===== config.mk =====
export PLATFORM = sky130hd
export DESIGN_NAME = fw_ready_seq
export DESIGN_NICKNAME = d
export VERILOG_FILES = /design/src/rtl/fwseq_pkg.sv /design/src/rtl/fwseq_tick_count.sv /design/src/rtl/fwseq_reg_access.sv /design/src/rtl/fw_ready_seq.sv
export SDC_FILE = /design/constraint.sdc
export NUM_CORES = 1
export LEC_CHECK = 0
export ABC_CLOCK_PERIOD_IN_PS = 5700
export CAP_MARGIN = 30
export CORE_AREA = 3 3 79 81
export CTS_CLUSTER_DIAMETER = 120
export DETAILED_ROUTE_END_ITERATION = 10
export DIE_AREA = 0 0 82 84
export GPL_TIMING_DRIVEN = 0
export PLACE_DENSITY_LB_ADDON = 0.12
export SETUP_SLACK_MARGIN = 0.1
export SYNTH_ARGS = -nofsm -noshare
export SYNTH_HDL_FRONTEND = slang
export SYNTH_SLANG_ARGS = --single-unit

===== constraint.sdc =====
create_clock -name clk -period 5.7 [get_ports clk]
set_clock_uncertainty 0.05 [all_clocks]
set_input_delay 1.14 -clock clk [delete_from_list [all_inputs] [get_ports clk]]
set_output_delay 1.14 -clock clk [all_outputs]
set_load 0.02 [all_outputs]

===== src/rtl/fwseq_pkg.sv =====
`timescale 1ns/1ps
package fwseq_pkg;
  localparam int BYTE_W = 8;

  typedef enum logic [3:0] {
    S_IDLE, S_HB_RD, S_HB_WAIT, S_ST_RD, S_ST_WAIT,
    S_RS_WA, S_RS_WB, S_RS_PAUSE
  } seq_state_t;

  typedef enum logic [1:0] {A_IDLE, A_REQ, A_RSP} acc_state_t;

  typedef enum logic [1:0] {
    RES_OK      = 2'b00,
    RES_TIMEOUT = 2'b01,
    RES_RDERR   = 2'b10
  } seq_result_t;
endpackage


===== src/rtl/fwseq_tick_count.sv =====
`timescale 1ns/1ps
module fwseq_tick_count #(
  parameter int W = 8
) (
  input  logic         clk,
  input  logic         rst,
  input  logic         clr,
  input  logic         tick,
  output logic [W-1:0] count
);
  // saturating count of tick pulses since the last clear
  always_ff @(posedge clk) begin
    if (rst || clr)                  count <= '0;
    else if (tick && (count != '1))  count <= count + 1'b1;
  end
endmodule


===== src/rtl/fwseq_reg_access.sv =====
`timescale 1ns/1ps
module fwseq_reg_access
  import fwseq_pkg::*;
#(
  parameter int DEV_W  = 5,
  parameter int ADDR_W = 16,
  parameter int DATA_W = 16
) (
  input  logic              clk,
  input  logic              rst,
  input  logic              go,
  input  logic [DEV_W-1:0]  go_dev,
  input  logic [ADDR_W-1:0] go_addr,
  input  logic [DATA_W-1:0] go_wdata,
  input  logic              go_write,
  output logic              acc_idle,
  output logic              req_valid,
  input  logic              req_ready,
  output logic [DEV_W-1:0]  req_dev,
  output logic [ADDR_W-1:0] req_addr,
  output logic [DATA_W-1:0] req_wdata,
  output logic              req_write,
  input  logic              rsp_valid,
  input  logic [DATA_W-1:0] rsp_data,
  input  logic              rsp_err,
  output logic              cpl,
  output logic [DATA_W-1:0] cpl_data,
  output logic              cpl_err
);
  acc_state_t st;

  always_ff @(posedge clk) begin
    if (rst) begin
      st        <= A_IDLE;
      req_valid <= 1'b0;
      req_dev   <= '0;
      req_addr  <= '0;
      req_wdata <= '0;
      req_write <= 1'b0;
    end else begin
      unique case (st)
        A_IDLE: if (go) begin
          req_valid <= 1'b1;
          req_dev   <= go_dev;
          req_addr  <= go_addr;
          req_wdata <= go_wdata;
          req_write <= go_write;
          st        <= A_REQ;
        end
        A_REQ: if (req_ready) begin
          req_valid <= 1'b0;
          st        <= A_RSP;
        end
        A_RSP: if (rsp_valid) st <= A_IDLE;
        default: st <= A_IDLE;
      endcase
    end
  end

  assign acc_idle = (st == A_IDLE);
  assign cpl      = (st == A_RSP) && rsp_valid;
  assign cpl_data = rsp_data;
  assign cpl_err  = rsp_err;

  // a stalled request keeps every field
  p_req_hold_r9: assert property (@(posedge clk) disable iff (rst)
    req_valid && !req_ready |=> req_valid && $stable(req_addr) &&
      $stable(req_wdata) && $stable(req_write) && $stable(req_dev));

  // the sequencer launches an access only when none is outstanding
  p_go_when_idle_r9: assert property (@(posedge clk) disable iff (rst)
    go |-> (st == A_IDLE) && !req_valid);
endmodule


===== src/rtl/fw_ready_seq.sv =====
`timescale 1ns/1ps
module fw_ready_seq
  import fwseq_pkg::*;
#(
  parameter int          DEV_W         = 5,
  parameter int          ADDR_W        = 16,
  parameter int          DATA_W        = 16,
  parameter int          POLL_MS       = 100,
  parameter int          HB_TIMEOUT_MS = 5000,
  parameter int          ST_TIMEOUT_MS = 2500,
  parameter int          RESTART_MS    = 50,
  parameter logic [DEV_W-1:0]  PCS_DEV = 5'd3,
  parameter logic [ADDR_W-1:0] HB_ADDR = 16'hD7EE,
  parameter logic [ADDR_W-1:0] ST_ADDR = 16'hD7FD,
  parameter logic [ADDR_W-1:0] RST_ADDR = 16'hE854,
  parameter logic [DATA_W-1:0] RST_WORD_A = 16'h00C0,
  parameter logic [DATA_W-1:0] RST_WORD_B = 16'h0040,
  parameter logic [7:0]        ST_THRESH  = 8'h20
) (
  input  logic              clk,
  input  logic              rst,
  input  logic              start,
  input  logic              ms_tick,
  output logic              busy,
  output logic              done,
  output logic              err,
  output logic [1:0]        err_code,
  output logic              req_valid,
  input  logic              req_ready,
  output logic [DEV_W-1:0]  req_dev,
  output logic [ADDR_W-1:0] req_addr,
  output logic [DATA_W-1:0] req_wdata,
  output logic              req_write,
  input  logic              rsp_valid,
  input  logic [DATA_W-1:0] rsp_data,
  input  logic              rsp_err
);
  localparam int TO_MAX = (HB_TIMEOUT_MS > ST_TIMEOUT_MS) ? HB_TIMEOUT_MS : ST_TIMEOUT_MS;
  localparam int PW_MAX = (POLL_MS > RESTART_MS) ? POLL_MS : RESTART_MS;
  localparam int EW     = $clog2(TO_MAX + 1);
  localparam int PW     = $clog2(PW_MAX + 1);

  seq_state_t        state, nxt;
  seq_result_t       fin_code;
  logic              fin, go, go_write, acc_sent, acc_idle, second_try;
  logic              cpl, cpl_err, hb_ok, hb_pass, elap_clr, poll_clr;
  logic [ADDR_W-1:0] go_addr;
  logic [DATA_W-1:0] go_wdata, cpl_data;
  logic [BYTE_W-1:0] hb_ref, smp;
  logic [EW-1:0]     elapsed;
  logic [PW-1:0]     poll_cnt;
  logic [DATA_W-BYTE_W-1:0] unused_hi;

  assign smp       = cpl_data[BYTE_W-1:0];
  assign unused_hi = cpl_data[DATA_W-1:BYTE_W];
  assign hb_pass   = hb_ok && (smp != hb_ref);

  fwseq_reg_access #(.DEV_W(DEV_W), .ADDR_W(ADDR_W), .DATA_W(DATA_W)) u_acc (
    .clk, .rst, .go, .go_dev(PCS_DEV), .go_addr, .go_wdata, .go_write,
    .acc_idle, .req_valid, .req_ready, .req_dev, .req_addr, .req_wdata,
    .req_write, .rsp_valid, .rsp_data, .rsp_err, .cpl, .cpl_data, .cpl_err);

  fwseq_tick_count #(.W(EW)) u_elapsed (
    .clk, .rst, .clr(elap_clr), .tick(ms_tick), .count(elapsed));

  fwseq_tick_count #(.W(PW)) u_poll (
    .clk, .rst, .clr(poll_clr), .tick(ms_tick), .count(poll_cnt));

  always_comb begin
    nxt      = state;
    go       = 1'b0;
    go_write = 1'b0;
    go_addr  = HB_ADDR;
    go_wdata = '0;
    fin      = 1'b0;
    fin_code = RES_OK;
    unique case (state)
      S_IDLE: if (start) nxt = S_HB_RD;
      S_HB_RD: begin
        go = !acc_sent && acc_idle;
        if (cpl) begin
          if (cpl_err) begin fin = 1'b1; fin_code = RES_RDERR; nxt = S_IDLE; end
          else if (hb_pass) nxt = S_ST_RD;
          else if (elapsed >= EW'(HB_TIMEOUT_MS)) begin
            fin = 1'b1; fin_code = RES_TIMEOUT; nxt = S_IDLE;
          end else nxt = S_HB_WAIT;
        end
      end
      S_HB_WAIT: if (ms_tick && poll_cnt == PW'(POLL_MS - 1)) nxt = S_HB_RD;
      S_ST_RD: begin
        go      = !acc_sent && acc_idle;
        go_addr = ST_ADDR;
        if (cpl) begin
          if (cpl_err) begin fin = 1'b1; fin_code = RES_RDERR; nxt = S_IDLE; end
          else if (smp >= ST_THRESH) begin fin = 1'b1; nxt = S_IDLE; end
          else if (elapsed >= EW'(ST_TIMEOUT_MS)) begin
            if (second_try) begin fin = 1'b1; fin_code = RES_TIMEOUT; nxt = S_IDLE; end
            else nxt = S_RS_WA;
          end else nxt = S_ST_WAIT;
        end
      end
      S_ST_WAIT: if (ms_tick && poll_cnt == PW'(POLL_MS - 1)) nxt = S_ST_RD;
      S_RS_WA, S_RS_WB: begin
        go       = !acc_sent && acc_idle;
        go_write = 1'b1;
        go_addr  = RST_ADDR;
        go_wdata = (state == S_RS_WA) ? RST_WORD_A : RST_WORD_B;
        if (cpl) begin
          if (cpl_err) begin fin = 1'b1; fin_code = RES_RDERR; nxt = S_IDLE; end
          else nxt = (state == S_RS_WA) ? S_RS_WB : S_RS_PAUSE;
        end
      end
      S_RS_PAUSE: if (ms_tick && poll_cnt == PW'(RESTART_MS - 1)) nxt = S_HB_RD;
      default: nxt = S_IDLE;
    endcase
  end

  assign elap_clr = (nxt == S_HB_RD && !(state inside {S_HB_RD, S_HB_WAIT})) ||
                    (nxt == S_ST_RD && !(state inside {S_ST_RD, S_ST_WAIT}));
  assign poll_clr = (nxt != state) && (nxt inside {S_HB_WAIT, S_ST_WAIT, S_RS_PAUSE});

  always_ff @(posedge clk) begin
    if (rst) begin
      state      <= S_IDLE;
      acc_sent   <= 1'b0;
      second_try <= 1'b0;
      hb_ref     <= '0;
      hb_ok      <= 1'b0;
      busy       <= 1'b0;
      done       <= 1'b0;
      err        <= 1'b0;
      err_code   <= RES_OK;
    end else begin
      state <= nxt;
      busy  <= (nxt != S_IDLE);
      if (go)       acc_sent <= 1'b1;
      else if (cpl) acc_sent <= 1'b0;
      if (state == S_IDLE && start) begin
        done <= 1'b0; err <= 1'b0; err_code <= RES_OK; second_try <= 1'b0;
      end
      if (state == S_ST_RD && nxt == S_RS_WA) second_try <= 1'b1;
      if (elap_clr && nxt == S_HB_RD) hb_ok <= 1'b0;
      else if (state == S_HB_RD && cpl && !cpl_err && !hb_ok && smp != '0) begin
        hb_ref <= smp;
        hb_ok  <= 1'b1;
      end
      if (fin) begin
        done     <= (fin_code == RES_OK);
        err      <= (fin_code != RES_OK);
        err_code <= fin_code;
      end
    end
  end

  // an accepted start raises busy and clears the previous result
  p_start_clears_r1: assert property (@(posedge clk) disable iff (rst)
    start && !busy |=> busy && !done && !err && err_code == RES_OK);

  // results are exclusive and never coexist with busy
  p_result_excl_r10: assert property (@(posedge clk) disable iff (rst)
    (done || err) |-> !busy && !(done && err) && (done == (err_code == RES_OK)));

  // a result holds until the next start
  p_result_hold_r10: assert property (@(posedge clk) disable iff (rst)
    (done || err) && !start |=> $stable(done) && $stable(err) && $stable(err_code));

  // reads only target the two monitored registers
  p_read_target_r2: assert property (@(posedge clk) disable iff (rst)
    req_valid && !req_write |-> req_dev == PCS_DEV &&
      (req_addr == HB_ADDR || req_addr == ST_ADDR));

  // writes only restart the microcontroller
  p_write_restart_r6: assert property (@(posedge clk) disable iff (rst)
    req_valid && req_write |-> req_addr == RST_ADDR &&
      (req_wdata == RST_WORD_A || req_wdata == RST_WORD_B));

  // nothing is requested once an error is reported
  p_no_req_after_err_r8: assert property (@(posedge clk) disable iff (rst)
    err |-> !req_valid);
endmodule


==> run metrics <==
CTS H-tree lvls 2; leakage 0.00129 uW; post-cts resize count 0; clk buf depth 2; Clk network pwr share about a third; total die area 0.00689 mm2; antenna violations before repair 0; most frequent cells in the layout dfxtp_1, clkdlybuf4s50_1, nor2_1; kind of critical path input pin to flop; Switch Pwr 181 uW; Synth async-reset ratio 0%; sequential element share of the synthesized area 33.1%; Final Hold Viols 0; CTS tree built; Tightest Pin Transition about 0.75 ns; Slew HR 49.6%; Power Density 191 mW/mm2; fraction of the mapped netlist area in simple logic gates 28.7%; final instance area 0.00369 mm2; gr ovfl total 0; Avg Synthesized Cell Area approximately 8.7 um2; crit end category flop; Yosys Warn Count 0; Routed WL slightly below 7000 um; dpl hpwl 5040 um; FF-to-FF Start state[3]$_SDFF_PP0_; vias per inst 5.48; largest net degree at the start of global routing 15; R2R cell count 9; main combinational cell family by area after synthesis simple AND/OR/NAND/NOR gates; Area Growth Syn to Fin 21.9%; peak supply drop roughly 100 uV; die height 84 um; reg2reg setup slack just over 3 ns; gpl congestion 0.937; total track usage 20.4%; Hold-fix buffers, CTS 0; global-route wire length before repair 11200 um; Hold Path Sink u_acc.req_addr[4]$_SDFFE_PP0P_; Hold WS 0.405 ns; Num CTS Buffers 5; Compound-Gate Fraction of Synth Area 15.5%; Crit Path Max Fanout 10; Total Neg Setup Slack 0 ns; wire length per cell 14.1 um; Synth cell types 63; cells after synthesis 347; setup bufs post-CTS 0; Rows 27; Root Driver clkbuf_8; residual DRC count 0; clk_lat worst skew 0.31 ns; post-synthesis xor/xnor area fraction 7.23%; Worst Setup Start Kind input pin; CTS sink cnt 50; final setup margin 2.29 ns; vias in the first global route 2361; total chip power ~700 uW; outcome completed; f_max 294 MHz; layout cells sized above 1 18.4%; drt first pass iters 5; Worst Path Required 5.83 ns; Int Pwr between 500 and 600 uW; placed cell area roughly 0.0036 mm2; pre-CTS worst setup slack just under 2 ns; mux share of post-synthesis cell area 2.98%; initial DRC count 228; diodes inserted 0; WP data arrival 3.53 ns; Mapped Area around 0.0030 mm2; Hold Path Class flop to flop; Synth Flop Type dfxtp_1; Initial Util 54.7%; EDFF count, synth 0; Slew Limit Fails 0; FF-to-FF End u_elapsed.count[11]$_SDFFE_PP0P_; Buffers on Ports 40; die extent in x 82 um; DRT antenna net count 0; # IOs 67; Final min period about 3.4 ns; worst hold start u_acc.req_addr[4]$_SDFFE_PP0P_; commonest non-fill, non-tap cell in the layout dfxtp_1; Sw Ratio 25.6%; max-cap viol count 0; Comb pwr share 15.0%; unrepaired setup endpoints after global routing no; Tcrit/Tclk final 59.8%; core area 0.00554 mm2; Reg clk slew, reported paths 0.08 ns; Cells on Worst Hold Path 2; detailed-route via count 2654; Final nets around 440; Yosys reg bits 50; part of the power in registers around half; Adder-Cell Fraction of Synth Area 1.65%; Final setup viols 0
==> cell usage after synthesis (9+ instances only) <==
| cell | count | area [um2] |
|---|---|---|
| xnor2_1 | 15 | 131 |
| nor3_1 | 21 | 105 |
| xor2_1 | 10 | 87.6 |
| nand2_1 | 25 | 93.8 |
| a21oi_1 | 21 | 105 |
| nand3_1 | 13 | 65.1 |
| dfxtp_1 | 50 | 1000 |
| nand4_1 | 9 | 56.3 |
| nor2_1 | 37 | 139 |
| mux2i_1 | 9 | 90.1 |
| nor3_2 | 10 | 100 |
| buf_4 | 33 | 248 |
==> cell type report <==
| type | instances | area (um2) |
|---|---|---|
| Multi-Input combinational cell | 263 | 1760 |
| Tap cell | 72 | 90.1 |
| Sequential cell | 50 | 1000 |
| Timing Repair Buffer | 40 | 400 |
| Fill cell | 500 | 1850 |
| Clock buffer | 8 | 110 |
| Buffer | 44 | 302 |
| Inverter | 7 | 26.3 |
==> stage by stage <==
stage | instances | util, %
5_1_grt | 484 | 66.6
3_3_place_gp | 476 | 64.7
3_5_place_dp | 476 | 64.7
6_report | 484 | 66.6
2_1_floorplan | 364 | -
4_1_cts | 484 | 66.6
==> worst max-delay path, cell delays in order <==
cell             delay, ns
clkdlybuf4s50_1       0.60
nand4bb_4             0.16
o311a_1               0.38
a221oi_2              0.20
o21a_1                0.27
a2111oi_4             0.12
nor4b_4               0.38
buf_6                 0.23
nor3_2                0.06
==> power by group through the flow <==
stage	Sequential (uW)	Combinational (uW)	Clock (uW)
finish	362	106	238
global route	363	115	259
CTS	362	105	245
global placement	370	103	0
detailed placement	370	104	0
floorplan	370	69.6	0
==> worst max path at each step <==
| stage | end | slack [ns] | start |
|---|---|---|---|
| after global routing | u_elapsed.count[0]$_SDFFE_PP0P_ | 2.16 | ms_tick |
| after detailed placement | u_elapsed.count[11]$_SDFFE_PP0P_ | 1.96 | ms_tick |
| after CTS | u_elapsed.count[11]$_SDFFE_PP0P_ | 2.27 | ms_tick |
| final | u_elapsed.count[11]$_SDFFE_PP0P_ | 2.29 | ms_tick |
| after floorplan | u_poll.count[0]$_SDFFE_PP0P_ | 2.82 | rsp_data[5] |
| after global placement | u_elapsed.count[0]$_SDFFE_PP0P_ | 1.96 | ms_tick |
==> state kept, by name (all words and copies together) (netlist names), 2 cells and up <==
name,flops
state,4
u_acc.req_addr,6
err_code,2
hb_ref,8
u_elapsed.count,13
u_poll.count,7
u_acc.st,2
==> layer usage <==
metal	global-route usage, %	vias to the layer above	routed length, um
met3	4.10	20	496
li1	-	1314	-
met4	7.25	0	163
met1	28.0	1215	3100
met2	31.2	105	3080
met5	0	-	0
==> kinds of logic (layout without fill, tap and decap cells) <==
kind of cell / after synthesis / after routing
muxes: 9 / 9
and+or+nand+nor: 148 / 148
buffers and inverters: 51 / 99
xor gates and xnor gates: 25 / 25
other: 1 / 18
AOI/OAI and AO/OA: 59 / 59
DFF: 50 / 50
adders and majority gates: 4 / 4
No activity file was read; power rests on OpenSTA's default activity.
